===== src/rtl/rsd_pkg.sv =====
package rsd_pkg;

  typedef enum logic [1:0] {SRC_GND, SRC_PIN, SRC_SUP} src_e;
  typedef enum logic [2:0] {ST_IDLE, ST_RUN, ST_LOAD, ST_WAIT, ST_ACC} st_e;
  typedef enum logic [1:0] {W_OFF, W_GAP, W_SET, W_MEAS} wph_e;

  localparam logic [2:0] SEL_GND  = 3'b000;
  localparam logic [2:0] SEL_SUP  = 3'b001;
  localparam logic [2:0] SEL_UNIT = 3'b011;

  // Input-source code: gain codes below unity fall back to unity.
  function automatic logic [2:0] pin_select(input logic [2:0] g);
    return (g >= SEL_UNIT) ? g : SEL_UNIT;
  endfunction

  function automatic logic [2:0] src_code(input src_e s, input logic [2:0] pin_code);
    case (s)
      SRC_GND: return SEL_GND;
      SRC_SUP: return SEL_SUP;
      default: return pin_code;
    endcase
  endfunction

  // Ordering: normal G,P,S,G...; interleaved G,P,S,P,G,P,S...
  function automatic src_e next_source(input src_e cur, input logic ilv, input logic ref_was_gnd);
    if (!ilv) begin
      case (cur)
        SRC_GND: return SRC_PIN;
        SRC_PIN: return SRC_SUP;
        default: return SRC_GND;
      endcase
    end
    if (cur != SRC_PIN) return SRC_PIN;
    return ref_was_gnd ? SRC_SUP : SRC_GND;
  endfunction

endpackage


===== src/rtl/rsd_window.sv =====
module rsd_window
  import rsd_pkg::*;
#(
  parameter int CW = 20
) (
  input  logic          clk,
  input  logic          rst_n,
  input  logic          go,
  input  logic [CW-1:0] settle,
  input  logic [CW-1:0] window,
  input  logic          bit_in,
  output logic          running,
  output logic          done,
  output logic [CW-1:0] ones_final
);

  wph_e          phase;
  logic [CW-1:0] cnt;
  logic [CW-1:0] ones;

  assign running    = (phase == W_SET) || (phase == W_MEAS);
  assign done       = (phase == W_MEAS) && (cnt == '0);
  assign ones_final = ones + CW'(bit_in);

  always_ff @(posedge clk or negedge rst_n) begin
    if (!rst_n) begin
      phase <= W_OFF;
      cnt   <= '0;
      ones  <= '0;
    end else if (go) begin
      phase <= W_GAP;
      ones  <= '0;
    end else begin
      case (phase)
        W_GAP: begin
          phase <= W_SET;
          cnt   <= settle - CW'(1);
        end
        W_SET: begin
          if (cnt == '0) begin
            phase <= W_MEAS;
            cnt   <= window - CW'(1);
          end else begin
            cnt <= cnt - CW'(1);
          end
        end
        W_MEAS: begin
          ones <= ones + CW'(bit_in);
          if (cnt == '0) phase <= W_OFF;
          else           cnt   <= cnt - CW'(1);
        end
        default: phase <= W_OFF;
      endcase
    end
  end

  // a window never holds more ones than its length
  a_r3_ones_bounded: assert property (@(posedge clk) disable iff (!rst_n)
    (phase == W_MEAS) |-> (ones <= window));

  // the settle stretch always hands over to a measurement stretch
  a_r3_settle_then_meas: assert property (@(posedge clk) disable iff (!rst_n)
    (phase == W_SET && cnt == '0 && !go) |=> (phase == W_MEAS));

endmodule


===== src/rtl/rsd_divider.sv =====
module rsd_divider #(
  parameter int NW = 52,
  parameter int VW = 20
) (
  input  logic          clk,
  input  logic          rst_n,
  input  logic          load,
  input  logic [NW-1:0] dividend,
  input  logic [VW-1:0] divisor,
  output logic          done,
  output logic [NW-1:0] quotient
);

  localparam int CTW = $clog2(NW + 1);

  logic           busy;
  logic [CTW-1:0] cnt;
  logic [NW-1:0]  dvd;
  logic [VW-1:0]  dvs;
  logic [VW-1:0]  rem;
  logic [VW:0]    trial;
  logic           fits;

  assign trial    = {rem, dvd[NW-1]};
  assign fits     = trial >= {1'b0, dvs};
  assign done     = busy && (cnt == '0);

  always_ff @(posedge clk or negedge rst_n) begin
    if (!rst_n) begin
      busy     <= 1'b0;
      cnt      <= '0;
      dvd      <= '0;
      dvs      <= '0;
      rem      <= '0;
      quotient <= '0;
    end else if (load) begin
      busy     <= 1'b1;
      cnt      <= CTW'(NW);
      dvd      <= dividend;
      dvs      <= divisor;
      rem      <= '0;
      quotient <= '0;
    end else if (busy) begin
      if (cnt != '0) begin
        rem      <= fits ? VW'(trial - {1'b0, dvs}) : trial[VW-1:0];
        quotient <= {quotient[NW-2:0], fits};
        dvd      <= dvd << 1;
        cnt      <= cnt - CTW'(1);
      end else begin
        busy <= 1'b0;
      end
    end
  end

  // restoring step keeps the partial remainder below the divisor
  a_r5_rem_below_div: assert property (@(posedge clk) disable iff (!rst_n)
    busy |-> (rem < dvs));

  // completion is a single-clock event
  a_r8_done_pulse: assert property (@(posedge clk) disable iff (!rst_n)
    done |=> !done);

endmodule


===== src/rtl/rsd_avg.sv =====
module rsd_avg #(
  parameter int OW = 24,
  parameter int LW = 3
) (
  input  logic          clk,
  input  logic          rst_n,
  input  logic          clr,
  input  logic          add,
  input  logic          last,
  input  logic [OW-1:0] value,
  input  logic          value_err,
  input  logic [LW-1:0] log2,
  output logic [OW-1:0] result,
  output logic          err,
  output logic          valid
);

  localparam int SW = OW + (1 << LW) - 1;

  logic [SW-1:0] sum;
  logic [SW-1:0] total;
  logic          err_acc;

  assign total = sum + SW'(value);

  always_ff @(posedge clk or negedge rst_n) begin
    if (!rst_n) begin
      sum     <= '0;
      err_acc <= 1'b0;
      result  <= '0;
      err     <= 1'b0;
      valid   <= 1'b0;
    end else begin
      valid <= 1'b0;
      if (clr) begin
        sum     <= '0;
        err_acc <= 1'b0;
      end else if (add) begin
        if (last) begin
          result <= OW'(total >> log2);
          err    <= err_acc | value_err;
          valid  <= 1'b1;
        end else begin
          sum     <= total;
          err_acc <= err_acc | value_err;
        end
      end
    end
  end

  // strobe lasts one clock
  a_r9_valid_pulse: assert property (@(posedge clk) disable iff (!rst_n)
    valid |=> !valid);

  // word and flag only move together with the strobe
  a_r9_result_hold: assert property (@(posedge clk) disable iff (!rst_n)
    !valid |-> ($stable(result) && $stable(err)));

endmodule


===== src/rtl/rsd_cal_seq.sv =====
module rsd_cal_seq
  import rsd_pkg::*;
#(
  parameter int CNT_W  = 20,
  parameter int AVG_LW = 3
) (
  input  logic              clk,
  input  logic              rst_n,
  input  logic              start,
  input  logic              sd_bit,
  input  logic [2:0]        gain_code,
  input  logic              interleave,
  input  logic [CNT_W-1:0]  settle_len,
  input  logic [CNT_W-1:0]  window_len,
  input  logic [AVG_LW-1:0] avg_log2,
  output logic [2:0]        src_sel,
  output logic              mod_en,
  output logic [23:0]       result,
  output logic              result_err,
  output logic              result_valid
);

  localparam int FRAC_SHIFT = 32;
  localparam int DROP       = 8;
  localparam int OUT_W      = FRAC_SHIFT - DROP;
  localparam int DW         = CNT_W + FRAC_SHIFT;
  localparam int FCW        = 1 << AVG_LW;

  st_e               state;
  src_e              src;
  src_e              src_nxt;
  logic              ref_was_gnd;
  logic              pin_seen;
  logic [CNT_W-1:0]  cnt_g, cnt_p, cnt_s;
  logic [FCW-1:0]    frac_cnt;
  logic [FCW-1:0]    frac_goal;
  logic [CNT_W-1:0]  settle_r, win_r;
  logic [AVG_LW-1:0] avg_r;
  logic [2:0]        gain_r;
  logic              ilv_r;
  logic              neg_r, bad_r;

  // Named internal events used by the assertions below.
  logic              win_done;
  logic              calc_due;
  logic              last_frac;
  logic              win_go;
  logic              div_done;
  logic [CNT_W-1:0]  ones_final;
  logic [CNT_W:0]    diff, span;
  logic              diff_neg, span_bad;
  logic [DW-1:0]     div_num;
  logic [CNT_W-1:0]  div_den;
  logic [DW-1:0]     quotient;
  logic [OUT_W-1:0]  norm;
  logic [OUT_W-1:0]  avg_word;

  function automatic logic [OUT_W-1:0] norm_of(input logic [DW-1:0] q, input logic neg,
                                               input logic bad);
    if (bad)                  return '1;
    if (neg)                  return '0;
    if (|q[DW-1:FRAC_SHIFT])  return '1;
    return q[FRAC_SHIFT-1:DROP];
  endfunction

  assign src_nxt   = next_source(src, ilv_r, ref_was_gnd);
  assign calc_due  = win_done && (src != SRC_PIN) && pin_seen;
  assign frac_goal = (FCW'(1) << avg_r) - FCW'(1);
  assign last_frac = (frac_cnt == frac_goal);
  assign win_go    = ((state == ST_IDLE) && start)
                   || ((state == ST_RUN) && win_done && !calc_due)
                   || ((state == ST_ACC) && !last_frac);

  assign diff     = {1'b0, cnt_p} - {1'b0, cnt_g};
  assign span     = {1'b0, cnt_s} - {1'b0, cnt_g};
  assign diff_neg = diff[CNT_W];
  assign span_bad = span[CNT_W] || (span == '0);
  assign div_num  = (span_bad || diff_neg) ? '0 : {diff[CNT_W-1:0], {FRAC_SHIFT{1'b0}}};
  assign div_den  = span_bad ? CNT_W'(1) : span[CNT_W-1:0];
  assign norm     = norm_of(quotient, neg_r, bad_r);

  assign src_sel  = src_code(src, pin_select(gain_r));
  assign result   = avg_word;

  always_ff @(posedge clk or negedge rst_n) begin
    if (!rst_n) begin
      state       <= ST_IDLE;
      src         <= SRC_GND;
      ref_was_gnd <= 1'b1;
      pin_seen    <= 1'b0;
      cnt_g       <= '0;
      cnt_p       <= '0;
      cnt_s       <= '0;
      frac_cnt    <= '0;
      settle_r    <= '0;
      win_r       <= '0;
      avg_r       <= '0;
      gain_r      <= SEL_UNIT;
      ilv_r       <= 1'b0;
      neg_r       <= 1'b0;
      bad_r       <= 1'b0;
    end else begin
      case (state)
        ST_IDLE: if (start) begin
          state       <= ST_RUN;
          src         <= SRC_GND;
          ref_was_gnd <= 1'b1;
          pin_seen    <= 1'b0;
          frac_cnt    <= '0;
          settle_r    <= settle_len;
          win_r       <= window_len;
          avg_r       <= avg_log2;
          gain_r      <= gain_code;
          ilv_r       <= interleave;
        end
        ST_RUN: if (win_done) begin
          case (src)
            SRC_GND: cnt_g <= ones_final;
            SRC_SUP: cnt_s <= ones_final;
            default: begin
              cnt_p    <= ones_final;
              pin_seen <= 1'b1;
            end
          endcase
          if (calc_due) begin
            state <= ST_LOAD;
          end else begin
            src <= src_nxt;
            if (src_nxt != SRC_PIN) ref_was_gnd <= (src_nxt == SRC_GND);
          end
        end
        ST_LOAD: begin
          neg_r    <= diff_neg;
          bad_r    <= span_bad;
          pin_seen <= 1'b0;
          state    <= ST_WAIT;
        end
        ST_WAIT: if (div_done) state <= ST_ACC;
        ST_ACC: begin
          frac_cnt <= frac_cnt + FCW'(1);
          if (last_frac) begin
            state <= ST_IDLE;
          end else begin
            state <= ST_RUN;
            src   <= src_nxt;
            if (src_nxt != SRC_PIN) ref_was_gnd <= (src_nxt == SRC_GND);
          end
        end
        default: state <= ST_IDLE;
      endcase
    end
  end

  rsd_window #(.CW(CNT_W)) u_win (
    .clk        (clk),
    .rst_n      (rst_n),
    .go         (win_go),
    .settle     (settle_r),
    .window     (win_r),
    .bit_in     (sd_bit),
    .running    (mod_en),
    .done       (win_done),
    .ones_final (ones_final)
  );

  rsd_divider #(.NW(DW), .VW(CNT_W)) u_div (
    .clk      (clk),
    .rst_n    (rst_n),
    .load     (state == ST_LOAD),
    .dividend (div_num),
    .divisor  (div_den),
    .done     (div_done),
    .quotient (quotient)
  );

  rsd_avg #(.OW(OUT_W), .LW(AVG_LW)) u_avg (
    .clk       (clk),
    .rst_n     (rst_n),
    .clr       ((state == ST_IDLE) && start),
    .add       (state == ST_ACC),
    .last      (last_frac),
    .value     (norm),
    .value_err (bad_r),
    .log2      (avg_r),
    .result    (avg_word),
    .err       (result_err),
    .valid     (result_valid)
  );

  // modulator is stopped while a fraction is being computed
  a_r8_stopped_in_calc: assert property (@(posedge clk) disable iff (!rst_n)
    (state == ST_LOAD || state == ST_WAIT || state == ST_ACC) |-> !mod_en);

  // the select code never moves while the modulator keeps running
  a_r3_sel_steady: assert property (@(posedge clk) disable iff (!rst_n)
    (mod_en && $past(mod_en)) |-> $stable(src_sel));

  // input windows always use a unity-or-higher gain code
  a_r4_pin_code: assert property (@(posedge clk) disable iff (!rst_n)
    (src == SRC_PIN) |-> (src_sel >= 3'b011));

  // word settings are frozen once a word is under way
  a_r11_cfg_frozen: assert property (@(posedge clk) disable iff (!rst_n)
    (state != ST_IDLE && $past(state) != ST_IDLE)
      |-> ($stable(win_r) && $stable(settle_r) && $stable(gain_r) && $stable(ilv_r)));

  // the strobe follows only the last accumulation of a word
  a_r9_valid_after_acc: assert property (@(posedge clk) disable iff (!rst_n)
    result_valid |-> ($past(state) == ST_ACC && state == ST_IDLE));

endmodule


===== config.mk =====
export PLATFORM = sky130hd
export DESIGN_NAME = rsd_cal_seq
export DESIGN_NICKNAME = d
export VERILOG_FILES = /design/src/rtl/rsd_pkg.sv /design/src/rtl/rsd_window.sv /design/src/rtl/rsd_divider.sv /design/src/rtl/rsd_avg.sv /design/src/rtl/rsd_cal_seq.sv
export SDC_FILE = /design/constraint.sdc
export NUM_CORES = 1
export LEC_CHECK = 0
export ABC_AREA = 1
export CORE_MARGIN = 2
export CORE_UTILIZATION = 63
export DETAILED_ROUTE_END_ITERATION = 7
export GPL_ROUTABILITY_DRIVEN = 0
export MAX_ROUTING_LAYER = met4
export PLACE_DENSITY = 0.94
export SKIP_LAST_GASP = 1
export SLEW_MARGIN = 10
export SYNTH_ARGS = -nofsm -noshare
export SYNTH_HDL_FRONTEND = slang
export SYNTH_SLANG_ARGS = --single-unit

===== constraint.sdc =====
create_clock -name clk -period 4.16 [get_ports clk]
set_clock_uncertainty 0.15 [all_clocks]
set_input_delay 1.248 -clock clk [delete_from_list [all_inputs] [get_ports clk]]
set_output_delay 1.248 -clock clk [all_outputs]
set_load 0.01 [all_outputs]

======== Word level (Yosys, flattened, before mapping) ========
Cells that the tools add are included.
word-level totals
  register bits ........................... 375
  bits in read-only memories .............. 0
  bits in latches ......................... 0
  output and inout port bits .............. 30
  memories kept ........................... 0
  logic and storage cells ................. 197
  input port bits ......................... 51
  RAM bits ................................ 0
cells by class
  bitwise operators ....................... 4
  shift-type cells ........................ 2
  $add $sub $neg .......................... 11
  div/mod/pow operators ................... 0
  reductions and logical operators ........ 45
  magnitude comparators ................... 2
  multiply operators ...................... 0
  eq/ne operators ......................... 23
  multiplexer cells ....................... 81
operator list
  cell                                                                  number
  52-bit 2-to-1 mux                                                     7
  20-bit 2-to-1 mux                                                     9
  24-bit 2-to-1 mux                                                     6
  31-bit 2-to-1 mux                                                     3
  20-bit one-hot mux with 3 select lines                                1
  20-bit by 1-bit subtractor with 20-bit output, second input constant  3
  20-bit by 20-bit subtractor with 21-bit output                        2
  31-bit by 24-bit adder with 31-bit output                             1
  31-bit by 3-bit right shift with 24-bit output                        1
  1-bit 2-to-1 mux                                                      26
  2-bit 2-to-1 mux                                                      12
  21-bit by 20-bit >= comparator with 1-bit output                      1
  21-bit zero test                                                      1
  20-bit by 1-bit adder with 20-bit output                              1
  20-bit zero test                                                      1
  20-bit OR reduction                                                   1
  20-bit subtractor                                                     1
  6-bit 2-to-1 mux                                                      3
  2-bit != test, second input constant                                  8
  8-bit one-hot mux with 2 select lines                                 1
  3-bit 2-to-1 mux                                                      5
  3-bit one-hot mux with 5 select lines                                 1
  3-bit AND reduction                                                   5
  2-bit one-hot mux with 3 select lines                                 2
  32 further kinds                                                      66

======== Logic depth before layout (Yosys ltp) ========
Gate-level depths: netlist (run 1).
  depth after elaboration ................. 11
  mapped depth ............................ 24
  mapped depth without buffers ............ 23

======== Cells and area by module ========
Synthesis (run 1) repeated with hierarchy kept, for this count alone.
second synthesis, totals
  cells, all modules ...................... 3,687
  area total of the unflattened synthesis .. 25,243.0 sq um
modules (own cells, without submodules)
  module       area each (sq um)  cells each  instances  sequential area each (sq um)
  rsd_cal_seq  7,886.3            1,133       1          3,106.7
  rsd_divider  7,656.1            925         1          3,778.6
  rsd_avg      5,317.6            881         1          1,451.4
  rsd_window   4,383.0            748         1          1,051.0

======== Worst setup path before layout (run 1) ========
No wires, ideal clock.
  kind .................................... register to register
  start ................................... register u_div.quotient[36]
  end ..................................... register u_avg.result[22]
  path buffers ............................ 1
  stages on the path, launching flop included .. 24
  period minus slack after synthesis ...... 3.391 ns
  setup time .............................. 0.117 ns
  path slack .............................. 0.769 ns
  required time ........................... 3.893 ns
  arrival time ............................ 3.123 ns
  path through ............................ dfrtp_1 > nor4_1 > nand3_1 > nor4_1 > nand2_1 > clkbuf_1 > o21ai_0 > nand2_1 > ha_1 > nand2_1 > o21ai_0 > nand2_1 > nand2_1 > nand2_1 > nand2_1 > nand3_1 > nand2_1 > nand2_1 > nand2_1 > nand2_1 > nand3_1 > nand3_1 > nor2_1 > nor2_1
between the ends
  cells in the longest elaborated chain, start to end .. 9
  elaborated cells on any way between the ends .. 10
  classes of those cells .................. 1 x add/sub; 1 x shift; 7 x mux; 1 x reduce/logical
ends and longest elaborated chain
  element                                           RTL line           RTL
  start: declaration                                rsd_divider.sv:11  output logic [NW-1:0] quotient
  start signal: assignment                          rsd_divider.sv:46  quotient <= {quotient[NW-2:0], fits};
  20-bit OR reduction *                             rsd_cal_seq.sv:62  if (|q[DW-1:FRAC_SHIFT]) return '1;
  1-bit 2-to-1 mux (2 in series)                    rsd_cal_seq.sv:62
  1-bit 2-to-1 mux                                  rsd_cal_seq.sv:61  if (neg) return '0;
  24-bit 2-to-1 mux *                               rsd_cal_seq.sv:63  return q[FRAC_SHIFT-1:DROP];
  24-bit 2-to-1 mux *                               rsd_cal_seq.sv:62
  24-bit 2-to-1 mux *                               rsd_cal_seq.sv:61
  31-bit by 24-bit adder with 31-bit output *       rsd_avg.sv:24      assign total = sum + SW'(value);
  31-bit by 3-bit right shift with 24-bit output *  rsd_avg.sv:40      result <= OW'(total >> log2);
  end signal: assignment                            rsd_avg.sv:40
  end: declaration                                  rsd_avg.sv:13      output logic [OW-1:0] result,
Mark *: on every way between the ends. The rest lies on a longest branch, timed or not. The select of a mux whose other input is x is not followed.
A chain may end at the register's enable or synchronous reset.

======== Final worst setup path (run 1) ========
Same ends and word-level chain as after synthesis.

==> impl_metrics.toml, run 1 <==
[yosys]
synth-seq-area-share_pct = 38.0
yosysTopAreaCell = "dfrtp_1"
synth-seq-cells = 343
postSynthCellCount = 3179
synth_top_area_share_pct = 37.6
yosysWarnings = 0
async_flop_share_pct = 100
synthesis.area_um2 = 22600
synth_edf_count = 0
syn_nets = 3333
synth.avg_cell_area_um2 = 7.11
yosysMostFrequentCell = "nand2_1"
ys.flop_type = "dfrtp_1"
yosysUniqueCellTypes = 60
synth.area.top_cells = "dfrtp_1 38%, nand2_1 14%, inv_1 6.9%, o21ai_0 6.0%, ha_1 5.5%"
synth_commonest_cells = "852 x nand2_1, 414 x inv_1, 340 x dfrtp_1"

[power]
p_leak_nw = 12.8
p_total_mw = 21.5
irDropWorstVdd_mv = 0.751
power_density_nw_per_um2 = 849

[timing]
max_slew_margin_pct = 42.5
worst_slew_pin_slew_ns = 0.862
worst_slack_ns = -0.122
fmax_mhz = 234
hold_ws_ns = 0.332
post-route-min-period_ns = 4.28
period_share_pct = 103
setup_viol = 17
hold_viol_final = 0
slew_violations = 0

[clock_tree]
cts-root-buf = "clkbuf_16"
cts_buffers = 38
clkLatencyLatePin_ns = 0.58
cts.sinks = 343
cts_hold_buffers = 0
htreeDepth = 2
cts_max_path_buffers = 3
clk_pin_slew_ns = 0.06
cts_tree = "yes"

[setup_path]
path_class = "reg2reg"
slowest_delay_ns = 0.47
crit_family = "simple AND/OR/NAND/NOR gates"
cp-start-kind = "register"
worst_path_max_delay_cell = "ha_2"
crit_fanout = 23
crit_buf_inv = 1
critical_path.most_common_cell = "nand2_1"
path_cells = "nor4_1 -> nand3_1 -> nor4_2 -> nand2_1 -> buf_4 -> o21ai_0 -> nand2_1 -> ha_2 -> nand2_1 -> nor2_1 -> nand2_1 -> nand2_1 -> nand2_1 -> nand2_2 -> nand3_2 -> nand3_1 -> nand3_1 -> nand3_1 -> nand3_1 -> nor2_1 -> nor2_1"
crit_arrival_ns = 4.60
end_kind = "register"
critical_path_required_ns = 4.48

[floorplanning]
fp.dieH_um = 193
die_x_um = 193
core_um2 = 35500
rows = 69
initial_core_util_pct = 63.7
ios = 81
dieArea_um2 = 37400

[grt]
antenna_found_initial = 0
grt_max_degree = 87
grt_pass1_wl_mm = 103
grt.total_usage_pct = 33.6
grt_overflow = 0
grt_pass1_vias = 22000

[cells_and_area]
drive_above_1_share_pct = 5.66
final_cells = 3713
n_antenna_cell = 0
fin_nets = 3380
fillers = 2482
final_util_pct = 71.4
syn_to_final_growth_pct = 12.0

[outcome]
status = "finished with violations"
violations = "design-rule violations, negative setup slack"

[detailed_routing]
dr_total_vias = 23100
dr.pass1.iters = 8
drt_wl_total_mm = 63.6
via_per_inst = 6.21
ant_nets = 0
drc = 36
drtIter0Drc = 3184
wl_per_cell_um = 17.1

[job]
drv_cap = 0

[placement]
place.port_buffers = 80
dp.final_hpwl_mm = 43.1
dp_slack_ns = 0.0805
dp.cells = 3646

[hold_path]
holdCritPathClass = "reg2reg"
==> sequential cells by signal (all words and copies together), names as in the netlist, 2 cells and up <==
signal / count
u_avg.sum: 31
src: 2
cnt_s: 20
win_r: 20
avg_r: 3
u_div.dvs: 20
frac_cnt: 8
u_avg.result: 24
settle_r: 20
gain_r: 3
u_win.cnt: 20
state: 3
u_win.ones: 20
u_div.dvd: 20
u_div.cnt: 6
u_win.phase: 2
cnt_p: 20
u_div.rem: 20
u_div.quotient: 52
cnt_g: 20
==> where the power goes <==
part | switching [mW] | internal [mW]
Combinational | 8.71 | 4.15
Sequential | 0.717 | 4.22
Clock | 1.46 | 2.23
==> layer usage <==
layer  GRT usage (%)  vias up  wire [um]
met5               -        -          0
met4            17.8        0       3670
li1                -    10500          -
met2            54.8     1418      30400
met3            5.82      391       5630
met1            40.0    10700      24000
==> metrics by stage <==
step | TNS, ns | cell area (um2)
after detailed placement | 0 | 23800
after global routing | -4.08 | 25300
after global placement | 0 | 23800
final | -0.885 | 25300
after floorplan | 0 | 22600
after CTS | 0 | 25200
==> cell usage in the layout, fill, tap and decap left out, types with 5 or more instances in the layout <==
cell             instances
a211oi_2                11
a21o_1                  17
a21oi_1                134
a21oi_2                  6
a31oi_1                 11
and2_1                   5
buf_4                   29
bufinv_16                7
clkbuf_16               39
clkdlybuf4s50_1         79
clkinvlp_4               6
dfrtp_1                340
ha_1                    96
inv_1                  413
inv_2                   10
nand2_1                847
nand2_2                  9
nand3_1                233
nand3_2                  9
nand3b_1                 8
nand4_1                 66
nor2_1                 251
nor2_2                   9
nor3_1                  34
nor4_1                  14
o211ai_1                16
o21a_1                   7
o21ai_0                267
o21ai_1                 43
o21bai_1                10
o221ai_1                 7
o22ai_1                 56
xnor2_1                 21
xor2_1                  60
==> cell families after synthesis <==
family,share of synthesized area (%)
flip-flops,38.0
AND/OR/NAND/NOR,28.5
AO/OA/AOI/OAI,15.2
buffers and inverters,9.26
XOR/XNOR,3.26
adder cells (fa/ha/maj),5.84
==> layout make-up <==
type / count / area [um2] / share of cell area [%]
timing repair buffer: 113 / 1100 / 4.36
clock inverter: 19 / 304 / 1.20
clock buffer: 47 / 1050 / 4.13
tap: 461 / 577 / 2.28
inverter: 428 / 1610 / 6.36
multi-input combinational: 2302 / 12100 / 47.8
sequential: 343 / 8590 / 33.9
==> worst min-delay path: cells and delay by family, from the launching register on <==
kind / cells / cell delay, ns
DFF: 1 / 0.34
and+or+nand+nor: 2 / 0.10
==> timing repair <==
item                                    CTS  global route
buffers inserted                          0             1
resized for setup                         0            34
endpoints found under the setup margin    0            24
==> worst paths after layout <==
check	startpoint	end	slack [ns]	depth (start not counted)
min reg2reg	u_div.dvd[33]	u_div.dvd[33]	0.33	2
max	u_div.quotient[36]	u_avg.result[22]	-0.12	21
max reg2reg	u_div.quotient[36]	u_avg.result[22]	-0.12	21
min	u_div.dvd[33]	u_div.dvd[33]	0.33	2
max in group asynchronous	rst_n	u_div.dvs[4]	2.45	2
min in group asynchronous	rst_n	u_win.ones[1]	0.52	1
No activity file was read; power rests on OpenSTA's default activity.
==> run 2, diff against run 1 <==
--- a/config.mk
+++ b/config.mk
@@ -6,12 +6,12 @@
 export NUM_CORES = 1
 export LEC_CHECK = 0
 export ABC_AREA = 1
-export CORE_MARGIN = 2
+export CORE_MARGIN = 10
 export CORE_UTILIZATION = 63
 export DETAILED_ROUTE_END_ITERATION = 7
 export GPL_ROUTABILITY_DRIVEN = 0
 export MAX_ROUTING_LAYER = met4
-export PLACE_DENSITY = 0.94
+export PLACE_DENSITY = 0.82
 export SKIP_LAST_GASP = 1
 export SLEW_MARGIN = 10
 export SYNTH_ARGS = -nofsm -noshare
==> impl_metrics.toml, run 2 (synthesis results as in run 1) <==
[outcome]
status = "finished clean"

[job]
drv_cap = 0

[cells_and_area]
largest_reg_flops = 52
mostFrequentLayoutCells = "852 x nand2_1, 413 x inv_1, 340 x dfrtp_1"
n_antenna_cell = 0
fin_nets = 3379
drive_above_1_share_pct = 4.83
design_area_um2 = 25100
final_common_cell = "nand2_1"
final_util_pct = 70.7
reg.largest.list = "u_div.quotient x52, u_avg.sum x31, u_avg.result x24"
top_register = "u_div.quotient"
syn_to_final_growth_pct = 11.0

[floorplanning]
ios = 81
initial_core_util_pct = 63.7
die_x_um = 209
core_um2 = 35500
dieArea_um2 = 43900
fp.dieH_um = 209
rows = 69

[placement]
place.port_buffers = 80
placed_cell_area_um2 = 23800
dp.final_hpwl_mm = 43.1

[power]
p_leak_nw = 12.7
irDropWorstVdd_mv = 0.636
power_density_nw_per_um2 = 807

[setup_path]
path_class = "reg2reg"
end_kind = "register"
crit_arrival_ns = 4.13
path_cells = "nor4_2 -> nand3_1 -> nor4_2 -> nand2_1 -> buf_4 -> o21ai_0 -> nand2_1 -> ha_1 -> a21oi_1 -> o21a_1 -> nand2_1 -> nand2_1 -> nand2_1 -> xor2_1 -> o21ai_0 -> inv_1 -> nand2_1 -> nand3_1 -> nand3_1 -> nand2_1"
timing.rr.end = "u_avg.result[11]"
critical_path_required_ns = 4.45
crit_fanout = 23
r2r_setup_slack_ns = 0.32
rr_worst_depth = 20
slowest_delay_ns = 0.39
crit_buf_inv = 2
critical_path.most_common_cell = "nand2_1"
worst_path_max_delay_cell = "dfrtp_1"
reg2reg_from = "u_div.quotient[36]"
cp-start-kind = "register"
crit_family = "simple AND/OR/NAND/NOR gates"

[clock_tree]
clkLatencyLatePin_ns = 0.55
cts_tree = "yes"
post_cts_buffers = 0
cts-root-buf = "clkbuf_16"
cts.sinks = 343
cts_max_path_buffers = 3
clk_pin_slew_ns = 0.06
htreeDepth = 2
cts_buffers = 38

[timing]
fmax_mhz = 260
worst_slew_pin_slew_ns = 0.867
post-route-min-period_ns = 3.84
setup_viol = 0
max_slew_margin_pct = 42.1
period_share_pct = 92.3
slew_violations = 0
rsz0062_at_grt = "true"
hold_viol_final = 0

[detailed_routing]
drt_wl_total_mm = 59.4
drc = 0
drtIter0Drc = 2264
dr.pass1.iters = 6
via_per_inst = 5.85
dr_total_vias = 21700
ant_nets = 0
wl_per_cell_um = 16.0

[grt]
grt_overflow = 0
grt_pass1_vias = 21300
grt_pass1_wl_mm = 101
antenna_found_initial = 0
grt_max_degree = 87
grt.total_usage_pct = 27.5

[hold_path]
holdCritStartpoint = "gain_r[0]"
holdPathEnd = "gain_r[0]"
holdCritPathClass = "reg2reg"
holdPathStages = 2
-- run 2: what timing repair did --
item                       CTS  global route
resized for setup            0            10
setup endpoints to repair    0            29
hold buffers                 0             0
-- run 2: through the flow --
stage / hold slack, ns / setup WS, ns / setup TNS, ns / std cells / power (mW)
floorplan: 0.290 / 0.769 / 0 / 3179 / 13.8
CTS: 0.324 / 0.127 / 0 / 3712 / 20.0
global route: 0.347 / -0.0332 / -0.0619 / 3712 / 22.1
global placement: 0.304 / 0.239 / 0 / 3646 / 16.0
finish: 0.318 / 0.320 / 0 / 3712 / 20.3
detailed placement: 0.315 / 0.139 / 0 / 3646 / 16.4
-- run 2: cell type report --
class / count / area, um2
flip-flops and latches: 343 / 8590
clock buffers: 53 / 1090
clock inverters: 13 / 176
fillers: 2877 / 10400
inverters: 428 / 1610
repair buffers: 112 / 1080
multi-input cells: 2302 / 12000
well taps: 461 / 577
-- run 2: worst max-delay path by stage --
stage                             from               end  slack, ns  cells after the start
floorplan           u_div.quotient[36]  u_avg.result[22]       0.77                     23
global placement                sd_bit    u_win.ones[18]       0.24                     13
detailed placement  u_div.quotient[36]  u_avg.result[22]       0.14                     23
finish              u_div.quotient[36]  u_avg.result[11]       0.32                     20
global route        u_div.quotient[36]  u_avg.result[19]      -0.03                     21
CTS                 u_div.quotient[36]  u_avg.result[22]       0.13                     23
-- run 2: routing by layer --
layer	track usage (%)	share of wire, %	vias to the layer above
met3	3.03	5.6	164
met4	11.5	3.8	0
met2	45.0	48	797
met5	-	0	-
li1	-	-	10500
met1	34.1	43	10200
-- run 2: tightest hold or removal path: cells and delay by family (launching register included) --
| kind | cells | cell delay [ns] |
|---|---|---|
| DFF | 1 | 0.37 |
| and+or+nand+nor | 2 | 0.10 |
-- run 2: where the power goes --
group	internal [mW]	leakage [nW]	switching, mW
combinational	3.97	7.90	7.92
clock	2.07	0.614	1.39
sequential	4.22	4.23	0.676
total	10.3	12.7	9.99
